===== src/rtl/pcc_pkg.sv =====
package pcc_pkg;
  localparam int REG_W = 8;
  localparam int SEL_W = 3;
  localparam logic [SEL_W-1:0] SEL_SUB = 3'd7;

  typedef enum logic [2:0] {
    M_FAST  = 3'd0,
    M_SLOW  = 3'd1,
    M_SLEEP = 3'd2,
    M_IDLE0 = 3'd3,
    M_IDLE1 = 3'd4,
    M_IDLE2 = 3'd5
  } pwr_mode_e;
endpackage


===== src/rtl/pcc_regs.sv =====
module pcc_regs
  import pcc_pkg::*;
(
  input  logic             clk,
  input  logic             rst,
  input  logic             wr_en,
  input  logic             sel,
  input  logic [REG_W-1:0] wdata,
  input  logic             hs_ready,
  output logic [REG_W-1:0] rdata,
  output logic [SEL_W-1:0] div_sel,
  output logic             keep_hs,
  output logic             keep_ls,
  output logic             hs_en_bit
);
  always_ff @(posedge clk) begin
    if (rst) begin
      div_sel   <= '0;
      keep_hs   <= 1'b0;
      keep_ls   <= 1'b0;
      hs_en_bit <= 1'b1;
    end else if (wr_en) begin
      if (!sel) begin
        div_sel <= wdata[REG_W-1 -: SEL_W];
        keep_hs <= wdata[1];
        keep_ls <= wdata[0];
      end else begin
        hs_en_bit <= wdata[0];
      end
    end
  end

  always_comb begin
    rdata = '0;
    if (!sel) begin
      rdata[REG_W-1 -: SEL_W] = div_sel;
      rdata[1] = keep_hs;
      rdata[0] = keep_ls;
    end else begin
      rdata[1] = hs_ready;
      rdata[0] = hs_en_bit;
    end
  end
endmodule


===== src/rtl/pcc_lsc_sync.sv =====
module pcc_lsc_sync #(
  parameter int STAGES = 2
) (
  input  logic clk,
  input  logic rst,
  input  logic lsc_in,
  output logic tick
);
  logic [STAGES:0] pipe;

  always_ff @(posedge clk) begin
    if (rst) pipe <= '0;
    else     pipe <= {pipe[STAGES-1:0], lsc_in};
  end

  assign tick = pipe[STAGES-1] & ~pipe[STAGES];
endmodule


===== src/rtl/pcc_prescaler.sv =====
module pcc_prescaler #(
  parameter int SEL_W   = 3,
  parameter int MAX_LOG = 6
) (
  input  logic             clk,
  input  logic             rst,
  input  logic             restart,
  input  logic [SEL_W-1:0] sel,
  output logic             tick
);
  logic [MAX_LOG-1:0] cnt;
  logic [MAX_LOG-1:0] mask;

  always_comb begin
    for (int i = 0; i < MAX_LOG; i++) mask[i] = (i < int'(sel));
  end

  always_ff @(posedge clk) begin
    if (rst || restart) cnt <= '0;
    else                cnt <= cnt + 1'b1;
  end

  assign tick = ((cnt & mask) == mask);
endmodule


===== src/rtl/pcc_hs_ready.sv =====
module pcc_hs_ready #(
  parameter int READY_TICKS = 32
) (
  input  logic clk,
  input  logic rst,
  input  logic osc_on,
  input  logic lsc_tick,
  output logic ready
);
  localparam int CW = $clog2(READY_TICKS + 1);
  logic [CW-1:0] cnt;

  always_ff @(posedge clk) begin
    if (rst || !osc_on) begin
      cnt   <= '0;
      ready <= 1'b0;
    end else if (!ready && lsc_tick) begin
      if (cnt == CW'(READY_TICKS - 1)) ready <= 1'b1;
      else                             cnt   <= cnt + 1'b1;
    end
  end

  p_ready_drop_r5: assert property (@(posedge clk) disable iff (rst)
    !osc_on |=> !ready);
  p_ready_on_tick_r5: assert property (@(posedge clk) disable iff (rst)
    $rose(ready) |-> $past(lsc_tick));
endmodule


===== src/rtl/pcc_mode_fsm.sv =====
module pcc_mode_fsm
  import pcc_pkg::*;
(
  input  logic             clk,
  input  logic             rst,
  input  logic             halt,
  input  logic             wake,
  input  logic [SEL_W-1:0] div_sel,
  input  logic             keep_hs,
  input  logic             keep_ls,
  output pwr_mode_e        mode,
  output logic             standby,
  output logic             restart
);
  pwr_mode_e ret_q, mode_nxt, ret_nxt, run_mode;

  assign standby  = (mode != M_FAST) && (mode != M_SLOW);
  assign run_mode = (div_sel == SEL_SUB) ? M_SLOW : M_FAST;
  assign restart  = standby && wake;

  always_comb begin
    mode_nxt = mode;
    ret_nxt  = ret_q;
    if (!standby) begin
      if (halt) begin
        ret_nxt = run_mode;
        case ({keep_hs, keep_ls})
          2'b00:   mode_nxt = M_SLEEP;
          2'b01:   mode_nxt = M_IDLE0;
          2'b11:   mode_nxt = M_IDLE1;
          default: mode_nxt = M_IDLE2;
        endcase
      end else begin
        mode_nxt = run_mode;
      end
    end else if (wake) begin
      mode_nxt = ret_q;
    end
  end

  always_ff @(posedge clk) begin
    if (rst) begin
      mode  <= M_FAST;
      ret_q <= M_FAST;
    end else begin
      mode  <= mode_nxt;
      ret_q <= ret_nxt;
    end
  end

  p_wake_return_r11: assert property (@(posedge clk) disable iff (rst)
    (standby && wake) |=> (mode == $past(ret_q)));
  p_halt_in_standby_r12: assert property (@(posedge clk) disable iff (rst)
    (standby && !wake) |=> $stable(mode));
endmodule


===== src/rtl/pwr_clk_ctrl.sv =====
module pwr_clk_ctrl
  import pcc_pkg::*;
#(
  parameter int MAX_LOG     = 6,
  parameter int READY_TICKS = 32,
  parameter int SYNC_STAGES = 2
) (
  input  logic             clk,
  input  logic             rst,
  input  logic             lsc_in,
  input  logic             halt_req,
  input  logic             wake_evt,
  input  logic             wdt_en,
  input  logic             reg_wr,
  input  logic             reg_sel,
  input  logic [REG_W-1:0] reg_wdata,
  output logic [REG_W-1:0] reg_rdata,
  output logic [2:0]       mode,
  output logic             cpu_ce,
  output logic             hs_osc_en,
  output logic             ls_osc_en,
  output logic             periph_hs_ce,
  output logic             periph_ls_ce
);
  logic [SEL_W-1:0] div_sel;
  logic keep_hs, keep_ls, hs_en_bit, hs_ready;
  logic lsc_tick, div_tick, standby, restart;
  logic hs_on_c, ls_on_c;
  pwr_mode_e mode_q;

  pcc_regs u_regs (
    .clk(clk), .rst(rst), .wr_en(reg_wr), .sel(reg_sel), .wdata(reg_wdata),
    .hs_ready(hs_ready), .rdata(reg_rdata), .div_sel(div_sel),
    .keep_hs(keep_hs), .keep_ls(keep_ls), .hs_en_bit(hs_en_bit)
  );

  pcc_lsc_sync #(.STAGES(SYNC_STAGES)) u_sync (
    .clk(clk), .rst(rst), .lsc_in(lsc_in), .tick(lsc_tick)
  );

  pcc_prescaler #(.SEL_W(SEL_W), .MAX_LOG(MAX_LOG)) u_div (
    .clk(clk), .rst(rst), .restart(restart), .sel(div_sel), .tick(div_tick)
  );

  pcc_hs_ready #(.READY_TICKS(READY_TICKS)) u_rdy (
    .clk(clk), .rst(rst), .osc_on(hs_osc_en), .lsc_tick(lsc_tick),
    .ready(hs_ready)
  );

  pcc_mode_fsm u_fsm (
    .clk(clk), .rst(rst), .halt(halt_req), .wake(wake_evt),
    .div_sel(div_sel), .keep_hs(keep_hs), .keep_ls(keep_ls),
    .mode(mode_q), .standby(standby), .restart(restart)
  );

  assign mode = mode_q;

  always_comb begin
    case (mode_q)
      M_FAST, M_IDLE1, M_IDLE2: hs_on_c = 1'b1;
      M_SLOW:                   hs_on_c = hs_en_bit;
      default:                  hs_on_c = 1'b0;
    endcase
    case (mode_q)
      M_SLEEP, M_IDLE2: ls_on_c = wdt_en;
      default:          ls_on_c = 1'b1;
    endcase
  end

  always_ff @(posedge clk) begin
    if (rst) begin
      cpu_ce       <= 1'b0;
      hs_osc_en    <= 1'b1;
      ls_osc_en    <= 1'b1;
      periph_hs_ce <= 1'b0;
      periph_ls_ce <= 1'b0;
    end else begin
      cpu_ce       <= ((mode_q == M_FAST) && hs_ready && div_tick) ||
                      ((mode_q == M_SLOW) && lsc_tick);
      hs_osc_en    <= hs_on_c;
      ls_osc_en    <= ls_on_c;
      periph_hs_ce <= hs_on_c && hs_ready;
      periph_ls_ce <= ls_on_c && lsc_tick;
    end
  end

  p_cpu_quiet_standby_r7: assert property (@(posedge clk) disable iff (rst)
    (standby && $past(standby)) |-> !cpu_ce);
  p_fast_gated_r5: assert property (@(posedge clk) disable iff (rst)
    ((mode_q == M_FAST) && !hs_ready) |=> !cpu_ce);
  p_sleep_ls_off_r7: assert property (@(posedge clk) disable iff (rst)
    ((mode_q == M_SLEEP) && !wdt_en) |=> !ls_osc_en);
  p_idle1_both_on_r9: assert property (@(posedge clk) disable iff (rst)
    (mode_q == M_IDLE1) |=> (hs_osc_en && ls_osc_en));
endmodule


===== config.mk =====
export PLATFORM = sky130hd
export DESIGN_NAME = pwr_clk_ctrl
export DESIGN_NICKNAME = d
export VERILOG_FILES = /design/src/rtl/pcc_pkg.sv /design/src/rtl/pcc_regs.sv /design/src/rtl/pcc_lsc_sync.sv /design/src/rtl/pcc_prescaler.sv /design/src/rtl/pcc_hs_ready.sv /design/src/rtl/pcc_mode_fsm.sv /design/src/rtl/pwr_clk_ctrl.sv
export SDC_FILE = /design/constraint.sdc
export NUM_CORES = 1
export LEC_CHECK = 0
export ABC_AREA = 1
export BUFFER_PORTS_ARGS = -buffer_cell sky130_fd_sc_hd__buf_2
export CORE_AREA = 2 2 64 66
export CTS_CLUSTER_DIAMETER = 80
export DETAILED_ROUTE_END_ITERATION = 12
export DIE_AREA = 0 0 66 68
export GPL_TIMING_DRIVEN = 0
export PLACE_DENSITY = 0.64
export SLEW_MARGIN = 5
export SYNTH_ARGS = -nofsm -noshare
export SYNTH_HDL_FRONTEND = slang
export SYNTH_HIERARCHICAL = 1
export SYNTH_SLANG_ARGS = --single-unit

===== constraint.sdc =====
create_clock -name clk -period 3 [get_ports clk]
set_input_delay 0.15 -clock clk [delete_from_list [all_inputs] [get_ports clk]]
set_output_delay 0.15 -clock clk [all_outputs]
set_load 0.03 [all_outputs]

* After elaboration in Yosys (flattened, before gate mapping)
Index checks and enable logic that the tools add are counted.
Widths: inputs -> output; s select.
** Cells by class
- Add/subtract/negate cells :: 2
- $lt $le $gt $ge :: 6
- Eq/ne operators :: 11
- Multiplexer cells :: 9
- Bitwise logic cells :: 6
- Reduce and logical (&&, ||, !) cells :: 23
** Operators with widths (count)
- $add 6x1->6 const B :: 2
- $mux 3 :: 4
- $reduce_and 2->1 :: 5
- $eq 3x3->1 const B :: 3
- $pmux 3 s3 :: 1
- $logic_and 1x1->1 :: 8
- $and 6x6->6 :: 1
- $eq 6x5->1 const B :: 1
- $eq 6x6->1 :: 1
- $lt 1x3->1 const A :: 2
- $lt 2x3->1 const A :: 2
- $lt 3x3->1 const A :: 2
- $not 1->1 :: 4
- $eq 3x1->1 const B :: 1
- $eq 3x2->1 const B :: 1
- $logic_not 3->1 :: 1
- $logic_or 1x1->1 :: 3
- $ne 3x1->1 const B :: 1
- $reduce_bool 3->1 :: 1
- $reduce_or 3->1 :: 1
- $eq 2x1->1 const B :: 1
- $eq 2x2->1 const B :: 1
- $logic_not 1->1 :: 2
- $logic_not 2->1 :: 1
- other kinds (6) :: 7
** Storage, ports and cells
- Register bits after elaboration :: 33
- Bits of input ports :: 16
- Output and inout bits :: 16

* Logic depth before layout (Yosys ltp)
Gate-level depths: netlist (run 1).
- Word-level depth :: 5
- Mapped depth :: 8
- Depth with buffers taken out :: 8

* Cells and area by module
Netlist (run 1), hierarchy kept.
** Modules (own cells, without submodules)
- pcc_hs_ready :: times used 1, cells each 60, area each 390.4 um2, sequential area each 140.1 um2
- pcc_regs :: times used 1, cells each 57, area each 354.1 um2, sequential area each 120.1 um2
- pcc_prescaler :: times used 1, cells each 44, area each 301.5 um2, sequential area each 120.1 um2
- pcc_mode_fsm :: times used 1, cells each 37, area each 276.5 um2, sequential area each 80.1 um2
- pwr_clk_ctrl :: times used 1, cells each 30, area each 215.2 um2, sequential area each 100.1 um2
- pcc_lsc_sync :: times used 1, cells each 10, area each 86.3 um2, sequential area each 60.1 um2

* Worst setup path after synthesis (run 1)
Ideal clock, no wire load.
- Path kind :: flip-flop to flip-flop
- Start point :: register u_rdy.cnt[0]
- End point :: register u_rdy.cnt[1]
- Setup time :: 0.116 ns
- Arrival time :: 1.054 ns
- Setup slack :: 1.830 ns
- Stages on the path, launching flop included :: 7
- Path buffers :: 0
- Clock period less this slack :: 1.170 ns
- Path through :: dfxtp_1 > ha_1 > nand3_1 > nor2_2 > nor2_2 > o21ai_0 > nor2_1
** Between the ends
- Word-level cells in the longest chain between the ends :: 3
- Elaborated cells on any way between the ends :: 4
** Ends and longest elaborated chain
- start, declared :: line pcc_hs_ready.sv:11 : logic [CW-1:0] cnt;
- start signal, assigned :: line pcc_hs_ready.sv:19 : else cnt <= cnt + 1'b1;
- parallel branches: the longest is 3 deep, another holds $add 6x1->6
Parallel ways; which one is timed is not known.
A chain may end at the register's enable or synchronous reset.

* Worst setup path in the final report (run 1)
Ends and elaborated chain as after synthesis.

==> results of run 1 <==
[worst min path at each step]
stage / to / startpoint / depth (start not counted) / slack (ps)
6_report: u_sync/pipe[0] / lsc_in / 3 / 60
2_1_floorplan: u_fsm/mode[0] / rst / 1 / 220
3_5_place_dp: u_sync/pipe[0] / lsc_in / 3 / 360
3_3_place_gp: u_sync/pipe[0] / lsc_in / 3 / 360
4_1_cts: u_sync/pipe[0] / lsc_in / 3 / 60
5_1_grt: u_sync/pipe[0] / lsc_in / 3 / 80
[area by class of cell]
cell class,count,share of cell area [%]
plain buffers,6,2.92
clock buffers,6,4.29
clock inverters,2,1.82
inverters,43,8.38
multi-input cells,160,41.2
flip-flops and latches,31,32.2
well taps,50,3.25
repair buffers,23,5.97
[synthesized netlist by cell type]
cell      count
a21oi_1      10
and2_1        1
buf_4         3
buf_6         3
conb_1        1
dfxtp_1      31
ha_1          6
inv_1        35
inv_2         8
nand2_1      60
nand2_2       6
nand2_4       1
nand3_1      16
nand3_2       2
nand4_1       5
nor2_1       35
nor2_2        4
nor2_4        2
nor2b_2       1
o21ai_0       3
o21ai_2       2
o21bai_1      1
xnor2_1       1
xor2_1        1
[registers in the layout (all words and copies together), names as in the netlist, 3 cells and up]
| name | flops |
|---|---|
| u_div/cnt | 6 |
| u_fsm/mode | 3 |
| u_rdy/cnt | 6 |
| u_regs/div_sel | 3 |
| u_sync/pipe | 3 |
[routing by layer]
metal  global-route usage (%)  routed length (µm)  vias up
met5                        0                   0        -
met3                     4.11                 131        7
met2                     22.0                1280       24
li1                         -                   -      773
met1                     17.8                1380      570
met4                     8.42                  67        0
[power by group through the flow]
| stage | Clock [µW] | Combinational (µW) | Sequential, µW |
|---|---|---|---|
| final | 426 | 133 | 448 |
| after global routing | 453 | 151 | 452 |
| after CTS | 437 | 134 | 448 |
| after detailed placement | 0 | 134 | 458 |
| after global placement | 0 | 133 | 457 |
| after floorplan | 0 | 94.9 | 463 |
[metrics by stage]
stage / instances / hold WS [ps]
floorplan: 240 / 219
global placement: 313 / 361
detailed placement: 313 / 358
CTS: 321 / 56.6
global route: 321 / 82.8
finish: 321 / 63.6
[cell families after synthesis]
| group | count (synthesis) | synth area share, % |
|---|---|---|
| simple gates | 133 | 36.9 |
| buf+inv | 49 | 13.4 |
| flops | 31 | 38.2 |
| compound gates | 16 | 5.55 |
| fa+ha+maj | 6 | 4.62 |
| xor+xnor | 2 | 1.08 |
| other cells | 1 | 0.231 |
[cell usage in the layout (no fill, tap or decap), drive strengths merged]
cell type | Yosys | routed
ha | 6 | 6
clkinv | 0 | 1
inv | 43 | 43
o21ai | 5 | 5
xor2 | 1 | 1
nand3 | 18 | 18
dfxtp | 31 | 31
nand4 | 5 | 5
nor2 | 41 | 41
conb | 1 | 3
nand2 | 67 | 67
bufinv | 0 | 1
a21oi | 10 | 10
xnor2 | 1 | 1
clkbuf | 0 | 6
and2 | 1 | 1
o21bai | 1 | 1
nor2b | 1 | 1
buf | 6 | 29
[critical path, stage by stage, from the launching register on]
cell     delay [ps]
dfxtp_1         400
ha_1            260
nand3_1         130
nor2_2          130
nor2_2           80
o21ai_0         170
nor2_1           50
==> impl_metrics.prom, run 1 <==
# TYPE chip_impl_metric gauge
chip_impl_info{name="run_status",value="complete, no violations"} 1
chip_impl_metric{name="io_pins",unit=""} 32
chip_impl_metric{name="numCtsBuffers",unit=""} 5
chip_impl_metric{name="synth_seq_area_share",unit="%"} 38.2
chip_impl_metric{name="insertedDiodeCount",unit=""} 0
chip_impl_metric{name="vdd.ir_drop.worst",unit="mV"} 0.303
chip_impl_metric{name="average_wire_length_per_cell_after_detail_routing",unit="µm"} 8.92
chip_impl_metric{name="avgViaCountPerCell",unit=""} 4.28
chip_impl_metric{name="timing.critical_path.required",unit="ps"} 3180
chip_impl_metric{name="regArea",unit="µm²"} 621
chip_impl_metric{name="hold_viol_final",unit=""} 0
chip_impl_info{name="root_buffer",value="clkbuf_8"} 1
chip_impl_info{name="cp-endpoint",value="u_rdy/cnt[1]"} 1
chip_impl_metric{name="cts.sinks",unit=""} 31
chip_impl_metric{name="maximum_number_of_pins_on_one_net_before_global_route_repair",unit=""} 13
chip_impl_metric{name="final_core_util",unit="%"} 50.0
chip_impl_metric{name="synth.distinct_cells",unit=""} 24
chip_impl_metric{name="drv_cap",unit=""} 0
chip_impl_metric{name="postLayoutCellArea",unit="mm²"} 0.00193
chip_impl_metric{name="fillers",unit=""} 419
chip_impl_metric{name="power.internal",unit="µW"} 748
chip_impl_metric{name="cts_hold_buf",unit=""} 0
chip_impl_metric{name="clock.fmax",unit="MHz"} 750
chip_impl_metric{name="multi_input_comb_area",unit="µm²"} 793
chip_impl_info{name="cp-startpoint",value="u_rdy/cnt[0]"} 1
chip_impl_metric{name="timing.reg2reg.worst_path_depth",unit=""} 6
chip_impl_metric{name="grt_first_pass_wirelength",unit="mm"} 4.82
chip_impl_metric{name="clk_pin_slew_worst_paths",unit="ps"} 70
chip_impl_metric{name="floorplan.initialDensity",unit="%"} 42.1
chip_impl_info{name="tritoncts",value="built"} 1
chip_impl_info{name="critical_path.reg2reg.endpoint",value="u_rdy/cnt[1]"} 1
chip_impl_metric{name="final_antenna_net_count",unit=""} 0
chip_impl_metric{name="port_buffers",unit=""} 23
chip_impl_metric{name="p_leak",unit="µW"} 0.000930
chip_impl_metric{name="place_congestion",unit=""} 0.776
chip_impl_metric{name="swShare",unit="%"} 25.8
chip_impl_info{name="worst_r2r_startpoint",value="u_rdy/cnt[0]"} 1
chip_impl_info{name="rsz0062_at_grt",value="false"} 1
chip_impl_metric{name="maxSlewViolCount",unit=""} 0
chip_impl_metric{name="clockPowerShare",unit="%"} 42.3
chip_impl_metric{name="timing.reg2reg.setup_slack",unit="ps"} 1670
chip_impl_metric{name="power_density",unit="mW/mm²"} 523
chip_impl_metric{name="clock_skew_after_layout",unit="ps"} 8.63
chip_impl_metric{name="worst_skew_pair.late_latency",unit="ps"} 290
chip_impl_metric{name="totalWireLength",unit="mm"} 2.86
chip_impl_metric{name="timing.final.ws_setup",unit="ps"} 1670
chip_impl_metric{name="post_dp_cell_area",unit="mm²"} 0.00181
chip_impl_info{name="cp-start-kind",value="flip-flop"} 1
chip_impl_metric{name="drt_iter0_drc",unit=""} 90
chip_impl_metric{name="route.vias.total",unit=""} 1374
chip_impl_metric{name="crit_arrival",unit="ps"} 1520
chip_impl_metric{name="grt_remaining_overflow",unit=""} 0
chip_impl_metric{name="power.share.combinational",unit="%"} 13.2
chip_impl_metric{name="drc",unit=""} 0
chip_impl_metric{name="h_tree_depth",unit=""} 2
chip_impl_metric{name="timing.critical_path.fanout_max",unit=""} 6
chip_impl_metric{name="floorplan.die_area",unit="mm²"} 0.00449
chip_impl_info{name="setup.worst_path.end_class",value="flip-flop"} 1
chip_impl_metric{name="timing.final.setup_violations",unit=""} 0
chip_impl_metric{name="synth.top_cell.area_share",unit="%"} 38.2
chip_impl_metric{name="detailed_place_hpwl",unit="mm"} 2.19
chip_impl_info{name="synth_top_area_cell",value="dfxtp_1"} 1
chip_impl_metric{name="post_cts.resized_instances",unit=""} 0
chip_impl_metric{name="synth_seq_cells",unit=""} 31
chip_impl_info{name="critPathKind",value="reg2reg"} 1
chip_impl_metric{name="fp.dieW",unit="µm"} 66
chip_impl_metric{name="track_usage",unit="%"} 14.3
chip_impl_metric{name="p_sw",unit="µW"} 260
chip_impl_metric{name="antenna_violations_before_repair",unit=""} 0
chip_impl_metric{name="fin_setup_tns",unit="ps"} 0
chip_impl_info{name="min_path_type",value="in2reg"} 1
chip_impl_metric{name="die_h",unit="µm"} 68
chip_impl_metric{name="clock_path_buffers",unit=""} 2
chip_impl_metric{name="netlist_instances",unit=""} 238
chip_impl_metric{name="time_the_worst_path_needs_with_i_o_delays_and_setup",unit="ps"} 1330
chip_impl_metric{name="layout.nets",unit=""} 292
chip_impl_metric{name="cts_setup_buffers",unit=""} 0
chip_impl_metric{name="placeableCoreArea",unit="mm²"} 0.00386
chip_impl_metric{name="final.period_utilization",unit="%"} 44.5
chip_impl_metric{name="dr.pass1.iters",unit=""} 4
chip_impl_metric{name="share_of_layout_cells_above_drive_strength_1",unit="%"} 23.2
chip_impl_metric{name="rows",unit=""} 23
chip_impl_metric{name="ys.warnings.count",unit=""} 6
chip_impl_info{name="post_synth_main_area_contributors",value="dfxtp_1, nand2_1, inv_1, nor2_1, nand3_1"} 1
chip_impl_metric{name="power.sequential.fraction",unit="%"} 44.5
chip_impl_metric{name="via_count_of_the_first_global_routing_pass",unit=""} 1168
chip_impl_metric{name="post-place-ws",unit="ps"} 1700
chip_impl_metric{name="p_total",unit="µW"} 1010
chip_impl_metric{name="mappedNetlistArea",unit="mm²"} 0.00162
chip_impl_metric{name="avgSynthCellArea",unit="µm²"} 6.82
chip_impl_metric{name="synthToLayoutAreaGrowth",unit="%"} 18.6
(Power assumes the default switching activity.)
==> inputs of run 2 (changes only) <==
--- a/config.mk
+++ b/config.mk
@@ -5,14 +5,14 @@
 export SDC_FILE = /design/constraint.sdc
 export NUM_CORES = 1
 export LEC_CHECK = 0
-export ABC_AREA = 1
+export ABC_AREA = 0
 export BUFFER_PORTS_ARGS = -buffer_cell sky130_fd_sc_hd__buf_2
-export CORE_AREA = 2 2 64 66
+export CORE_AREA = 2 2 63 65
 export CTS_CLUSTER_DIAMETER = 80
 export DETAILED_ROUTE_END_ITERATION = 12
-export DIE_AREA = 0 0 66 68
+export DIE_AREA = 0 0 65 67
 export GPL_TIMING_DRIVEN = 0
-export PLACE_DENSITY = 0.64
+export PLACE_DENSITY = 0.66
 export SLEW_MARGIN = 5
 export SYNTH_ARGS = -nofsm -noshare
 export SYNTH_HDL_FRONTEND = slang
==> constraint.sdc (replaced) <==
create_clock -name clk -period 1.15 [get_ports clk]
set_input_delay 0.0575 -clock clk [delete_from_list [all_inputs] [get_ports clk]]
set_output_delay 0.0575 -clock clk [all_outputs]
set_load 0.03 [all_outputs]
==> impl_metrics.prom, run 2 <==
# TYPE chip_impl_metric gauge
chip_impl_metric{name="route.vias.total",unit=""} 1275
chip_impl_metric{name="power.sequential.fraction",unit="%"} 50.7
chip_impl_metric{name="maxSlewViolCount",unit=""} 0
chip_impl_metric{name="synthToLayoutAreaGrowth",unit="%"} 32.4
chip_impl_metric{name="fp.dieW",unit="µm"} 65
chip_impl_info{name="hold_end",value="u_regs/div_sel[2]"} 1
chip_impl_metric{name="hold_viol_final",unit=""} 0
chip_impl_info{name="min_from",value="reg_wdata[7]"} 1
chip_impl_metric{name="floorplan.initialDensity",unit="%"} 43.4
chip_impl_metric{name="rows",unit=""} 22
chip_impl_metric{name="worst_skew_pair.late_latency",unit="ps"} 280
chip_impl_metric{name="placeableCoreArea",unit="mm²"} 0.00361
chip_impl_info{name="root_buffer",value="clkbuf_8"} 1
chip_impl_metric{name="mappedNetlistArea",unit="mm²"} 0.00156
chip_impl_metric{name="p_sw",unit="µW"} 602
chip_impl_metric{name="power.share.combinational",unit="%"} 14.8
chip_impl_metric{name="io_pins",unit=""} 32
chip_impl_info{name="violations_in_the_final_reports",value="negative setup slack"} 1
chip_impl_metric{name="netlist_instances",unit=""} 159
chip_impl_info{name="largest_registers",value="u_div/cnt (6), u_rdy/cnt (6)"} 1
chip_impl_metric{name="layout.nets",unit=""} 223
chip_impl_metric{name="h_tree_depth",unit=""} 2
chip_impl_metric{name="drv_cap",unit=""} 0
chip_impl_info{name="most-common-layout-cells",value="buf_2, dfxtp_1, nand2b_1"} 1
chip_impl_info{name="run_status",value="complete, but fails checks"} 1
chip_impl_metric{name="via_count_of_the_first_global_routing_pass",unit=""} 1235
chip_impl_info{name="mostFrequentLayoutCell",value="buf_2"} 1
chip_impl_metric{name="avgSynthCellArea",unit="µm²"} 9.84
chip_impl_metric{name="p_leak",unit="µW"} 0.000796
chip_impl_metric{name="avgViaCountPerCell",unit=""} 5.10
chip_impl_metric{name="cts.sinks",unit=""} 31
chip_impl_metric{name="grt_first_pass_wirelength",unit="mm"} 5.21
chip_impl_metric{name="insertedDiodeCount",unit=""} 0
chip_impl_metric{name="post_dp_cell_area",unit="mm²"} 0.00179
chip_impl_metric{name="dr.pass1.iters",unit=""} 4
chip_impl_metric{name="port_buffers",unit=""} 25
chip_impl_metric{name="crit_arrival",unit="ps"} 1500
chip_impl_metric{name="swShare",unit="%"} 26.1
chip_impl_metric{name="regArea",unit="µm²"} 654
chip_impl_metric{name="totalWireLength",unit="mm"} 3.18
chip_impl_metric{name="power.internal",unit="µW"} 1700
chip_impl_info{name="min_path_type",value="in2reg"} 1
chip_impl_metric{name="clock_skew_after_layout",unit="ps"} 3.37
chip_impl_metric{name="timing.final.setup_violations",unit=""} 6
chip_impl_metric{name="drt_iter0_drc",unit=""} 45
chip_impl_info{name="tritoncts",value="built"} 1
chip_impl_metric{name="post-place-ws",unit="ps"} -209
chip_impl_info{name="cp-start-kind",value="flip-flop"} 1
chip_impl_info{name="setup.worst_path.end_class",value="flip-flop"} 1
chip_impl_metric{name="drc",unit=""} 0
chip_impl_metric{name="timing.reg2reg.worst_path_depth",unit=""} 5
chip_impl_metric{name="die_h",unit="µm"} 67
chip_impl_metric{name="average_wire_length_per_cell_after_detail_routing",unit="µm"} 12.7
chip_impl_metric{name="postLayoutCellArea",unit="mm²"} 0.00207
chip_impl_info{name="rsz0062_at_grt",value="true"} 1
chip_impl_info{name="critPathKind",value="reg2reg"} 1
chip_impl_metric{name="time_the_worst_path_needs_with_i_o_delays_and_setup",unit="ps"} 1320
chip_impl_metric{name="timing.critical_path.required",unit="ps"} 1330
chip_impl_metric{name="power_density",unit="mW/mm²"} 1110
chip_impl_metric{name="clock_path_buffers",unit=""} 2
chip_impl_metric{name="final.period_utilization",unit="%"} 115
chip_impl_metric{name="final_antenna_net_count",unit=""} 0
chip_impl_metric{name="grt_remaining_overflow",unit=""} 0
chip_impl_metric{name="finalHoldWorstSlack",unit="ps"} 51.1
chip_impl_metric{name="clock.fmax",unit="MHz"} 757
chip_impl_metric{name="floorplan.die_area",unit="mm²"} 0.00436
chip_impl_info{name="worst_r2r_startpoint",value="u_regs/div_sel[1]"} 1
chip_impl_metric{name="numCtsBuffers",unit=""} 5
chip_impl_metric{name="vdd.ir_drop.worst",unit="mV"} 0.582
chip_impl_metric{name="place_congestion",unit=""} 0.760
chip_impl_metric{name="fillers",unit=""} 312
chip_impl_metric{name="clockPowerShare",unit="%"} 34.4
chip_impl_metric{name="min_delay_path_depth",unit=""} 3
chip_impl_metric{name="timing.final.ws_setup",unit="ps"} -170
chip_impl_metric{name="timing.critical_path.fanout_max",unit=""} 6
chip_impl_metric{name="track_usage",unit="%"} 16.0
chip_impl_info{name="critical_path.reg2reg.endpoint",value="cpu_ce"} 1
chip_impl_metric{name="ys.warnings.count",unit=""} 6
chip_impl_metric{name="share_of_layout_cells_above_drive_strength_1",unit="%"} 42.1
chip_impl_metric{name="clk_pin_slew_worst_paths",unit="ps"} 60
chip_impl_metric{name="antenna_violations_before_repair",unit=""} 0
chip_impl_metric{name="multi_input_comb_area",unit="µm²"} 987
chip_impl_metric{name="maximum_number_of_pins_on_one_net_before_global_route_repair",unit=""} 18
chip_impl_metric{name="detailed_place_hpwl",unit="mm"} 2.20
chip_impl_metric{name="timing.reg2reg.setup_slack",unit="ps"} -170
==> run 2: worst max-delay path by stage <==
stage,endpoint,slack [ps],cells after the start,startpoint
2_1_floorplan,cpu_ce,-80,5,u_regs/div_sel[0]
4_1_cts,cpu_ce,-160,5,u_regs/div_sel[1]
6_report,cpu_ce,-170,5,u_regs/div_sel[1]
3_5_place_dp,cpu_ce,-210,4,u_div/cnt[2]
3_3_place_gp,cpu_ce,-230,4,u_div/cnt[2]
5_1_grt,cpu_ce,-280,4,u_div/cnt[3]
==> run 2: cell type report <==
class                   instances  area share, %
repair buffers                 34           11.0
multi-input cells             118           47.7
well taps                      48           2.90
plain buffers                   6           1.99
clock buffers                   7           3.69
clock inverters                 1          0.242
inverters                       5          0.906
flip-flops and latches         31           31.6
==> run 2: metrics by stage <==
step / total power [µW] / instances / utilization, % / TNS, ps
floorplan: 1400 / 161 / - / -99.5
global placement: 1480 / 234 / 49.8 / -404
detailed placement: 1490 / 234 / 49.8 / -635
CTS: 2320 / 245 / 54.5 / -339
global route: 2440 / 250 / 57.4 / -1060
finish: 2300 / 250 / 57.4 / -669
==> run 2: what timing repair did <==
item                       in CTS  in global routing
hold endpoints to repair        1                  0
pin swaps                       5                  5
setup endpoints to repair      13                 15
resized for setup              20                 16
hold buffers                    1                  0
buffers inserted                3                  5
==> run 2: metal layers <==
metal | vias up | track usage, % | part of all wire, % | wire length (µm)
met5 | - | 0 | 0 | 0
met4 | 0 | 10.4 | 0.57 | 18
met3 | 2 | 4.73 | 5.3 | 167
met2 | 25 | 28.5 | 50 | 1590
met1 | 603 | 16.2 | 44 | 1410
li1 | 645 | - | - | -
==> run 2: power by group through the flow <==
stage | combinational, µW | sequential, µW | clock (µW)
after floorplan | 193 | 1200 | 0
after global placement | 286 | 1190 | 0
after detailed placement | 295 | 1190 | 0
after CTS | 314 | 1170 | 837
after global routing | 373 | 1180 | 889
final | 341 | 1170 | 793
==> run 2: critical path: stages (launching register included) <==
cell and delay (ps):
dfxtp_4 370, nand2b_1 90, o2111ai_2 130, a22oi_2 250, nand3b_4 100, a2111oi_4 290
==> inputs of run 3 (changes only) <==
--- a/config.mk
+++ b/config.mk
@@ -6,7 +6,7 @@
 export NUM_CORES = 1
 export LEC_CHECK = 0
 export ABC_AREA = 0
-export BUFFER_PORTS_ARGS = -buffer_cell sky130_fd_sc_hd__buf_2
+export BUFFER_PORTS_ARGS = -buffer_cell sky130_fd_sc_hd__buf_4
 export CORE_AREA = 2 2 63 65
 export CTS_CLUSTER_DIAMETER = 80
 export DETAILED_ROUTE_END_ITERATION = 12
==> impl_metrics.prom, run 3 (same netlist as run 2, synthesis figures left out) <==
# TYPE chip_impl_metric gauge
chip_impl_info{name="tritoncts",value="built"} 1
chip_impl_metric{name="via_count_of_the_first_global_routing_pass",unit=""} 1208
chip_impl_info{name="cp-start-kind",value="flip-flop"} 1
chip_impl_metric{name="insertedDiodeCount",unit=""} 0
chip_impl_metric{name="port_buffers",unit=""} 25
chip_impl_metric{name="drc",unit=""} 0
chip_impl_metric{name="totalWireLength",unit="mm"} 3.18
chip_impl_metric{name="average_wire_length_per_cell_after_detail_routing",unit="µm"} 12.9
chip_impl_metric{name="hold_viol_final",unit=""} 0
chip_impl_metric{name="maxSlewViolCount",unit=""} 0
chip_impl_metric{name="track_usage",unit="%"} 15.8
chip_impl_info{name="run_status",value="complete, but fails checks"} 1
chip_impl_info{name="root_buffer",value="clkbuf_8"} 1
chip_impl_info{name="setup.worst_path.end_class",value="flip-flop"} 1
chip_impl_metric{name="place_congestion",unit=""} 0.742
chip_impl_metric{name="detailed_place_hpwl",unit="mm"} 2.32
chip_impl_metric{name="cts.sinks",unit=""} 31
chip_impl_info{name="critical_path.reg2reg.endpoint",value="cpu_ce"} 1
chip_impl_info{name="min_path_type",value="in2reg"} 1
chip_impl_info{name="hold_end",value="u_regs/hs_en_bit"} 1
chip_impl_info{name="mostFrequentLayoutCell",value="buf_4"} 1
chip_impl_metric{name="antenna_violations_before_repair",unit=""} 0
chip_impl_info{name="critPathKind",value="reg2reg"} 1
chip_impl_metric{name="floorplan.initialDensity",unit="%"} 43.4
chip_impl_metric{name="final_antenna_net_count",unit=""} 0
chip_impl_metric{name="io_pins",unit=""} 32
chip_impl_metric{name="synthToLayoutAreaGrowth",unit="%"} 33.2
chip_impl_metric{name="timing.critical_path.required",unit="ps"} 1330
chip_impl_metric{name="timing.critical_path.fanout_max",unit=""} 5
chip_impl_metric{name="p_leak",unit="µW"} 0.000805
chip_impl_metric{name="maximum_number_of_pins_on_one_net_before_global_route_repair",unit=""} 18
chip_impl_metric{name="vdd.ir_drop.worst",unit="mV"} 0.575
chip_impl_metric{name="route.vias.total",unit=""} 1271
chip_impl_metric{name="final_core_util",unit="%"} 57.8
chip_impl_metric{name="avgViaCountPerCell",unit=""} 5.17
chip_impl_info{name="rsz0062_at_grt",value="true"} 1
chip_impl_metric{name="crit_arrival",unit="ps"} 1490
chip_impl_info{name="violations_in_the_final_reports",value="negative setup slack"} 1
chip_impl_info{name="largest_registers",value="u_div/cnt (6), u_rdy/cnt (6)"} 1
chip_impl_metric{name="rows",unit=""} 22
chip_impl_metric{name="drv_cap",unit=""} 0
chip_impl_metric{name="floorplan.die_area",unit="mm²"} 0.00436
chip_impl_metric{name="min_delay_path_depth",unit=""} 2
chip_impl_metric{name="timing.final.ws_setup",unit="ps"} -156
chip_impl_metric{name="postLayoutCellArea",unit="mm²"} 0.00208
chip_impl_metric{name="time_the_worst_path_needs_with_i_o_delays_and_setup",unit="ps"} 1310
chip_impl_metric{name="clock_path_buffers",unit=""} 2
chip_impl_info{name="min_from",value="reg_wdata[0]"} 1
chip_impl_metric{name="power_density",unit="mW/mm²"} 1250
chip_impl_metric{name="timing.final.setup_violations",unit=""} 6
chip_impl_metric{name="placeableCoreArea",unit="mm²"} 0.00361
chip_impl_metric{name="share_of_layout_cells_above_drive_strength_1",unit="%"} 41.4
chip_impl_metric{name="clock.fmax",unit="MHz"} 766
chip_impl_metric{name="grt_first_pass_wirelength",unit="mm"} 5.26
chip_impl_metric{name="fp.dieW",unit="µm"} 65
chip_impl_metric{name="clk_pin_slew_worst_paths",unit="ps"} 70
chip_impl_metric{name="fillers",unit=""} 328
chip_impl_metric{name="timing.reg2reg.setup_slack",unit="ps"} -160
chip_impl_metric{name="grt_remaining_overflow",unit=""} 0
chip_impl_metric{name="h_tree_depth",unit=""} 2
chip_impl_metric{name="timing.reg2reg.worst_path_depth",unit=""} 5
chip_impl_metric{name="final.period_utilization",unit="%"} 114
chip_impl_metric{name="p_total",unit="µW"} 2610
chip_impl_metric{name="clock_skew_after_layout",unit="ps"} 3.63
chip_impl_metric{name="post_dp_cell_area",unit="mm²"} 0.00186
chip_impl_metric{name="layout.nets",unit=""} 219
chip_impl_metric{name="fin_setup_tns",unit="ps"} -353
chip_impl_info{name="most-common-layout-cells",value="buf_4, dfxtp_1, nand2b_1"} 1
chip_impl_metric{name="worst_skew_pair.late_latency",unit="ps"} 280
chip_impl_metric{name="dr.pass1.iters",unit=""} 4
chip_impl_metric{name="die_h",unit="µm"} 67
chip_impl_metric{name="numCtsBuffers",unit=""} 5
chip_impl_metric{name="drt_iter0_drc",unit=""} 53
chip_impl_info{name="worst_r2r_startpoint",value="u_regs/div_sel[0]"} 1
==> run 3: worst max-delay path by stage <==
stage / start / end
floorplan: u_regs/div_sel[0] / cpu_ce
global placement: u_regs/div_sel[0] / cpu_ce
detailed placement: u_regs/div_sel[0] / cpu_ce
CTS: u_regs/div_sel[1] / cpu_ce
global route: u_regs/div_sel[1] / cpu_ce
finish: u_regs/div_sel[0] / cpu_ce
==> run 3: layer usage <==
metal	share of wire [%]	GRT usage [%]	vias up	routed length (µm)
met5	0	0	-	0
met4	1.5	7.98	0	48
met3	4.2	4.22	5	133
met2	51	28.6	24	1620
met1	43	16.9	605	1380
li1	-	-	637	-
==> run 3: metrics by stage <==
stage               hold WS [ps]  cells  setup WS (ps)
CTS                         23.3    246           -162
floorplan                    117    161          -84.1
global route                32.5    246           -270
finish                      31.6    246           -156
global placement             270    234           -225
detailed placement           286    234           -238
==> run 3: layout make-up <==
class                   count  area [µm²]  area share, %
plain buffers               6        42.5           2.04
clock buffers               6        82.6           3.96
clock inverters             2        35.0           1.68
inverters                   5        18.8          0.901
multi-input cells         118         948           45.5
flip-flops and latches     31         653           31.4
well taps                  48        60.1           2.88
repair buffers             30         243           11.7
==> run 3: repair_timing <==
action                                 in CTS  in global routing
endpoints found under the hold margin       1                  0
buffers inserted                            4                  0
setup endpoints to repair                  12                 16
hold buffers                                1                  0
pin swaps                                   3                  0
gates resized for setup                    15                 11
==> run 3: where the power goes <==
group | internal, µW | leakage, µW | switching (µW)
Combinational | 173 | 0.000483 | 169
Clock | 700 | 0.0000612 | 398
Sequential | 1110 | 0.000261 | 58.6
==> run 3: worst max-delay path: stages (launching register included) <==
cell and delay (ps):
dfxtp_4 370, nor2_4 100, o2111ai_2 110, a22oi_2 240
nand3b_4 100, a2111oi_4 290
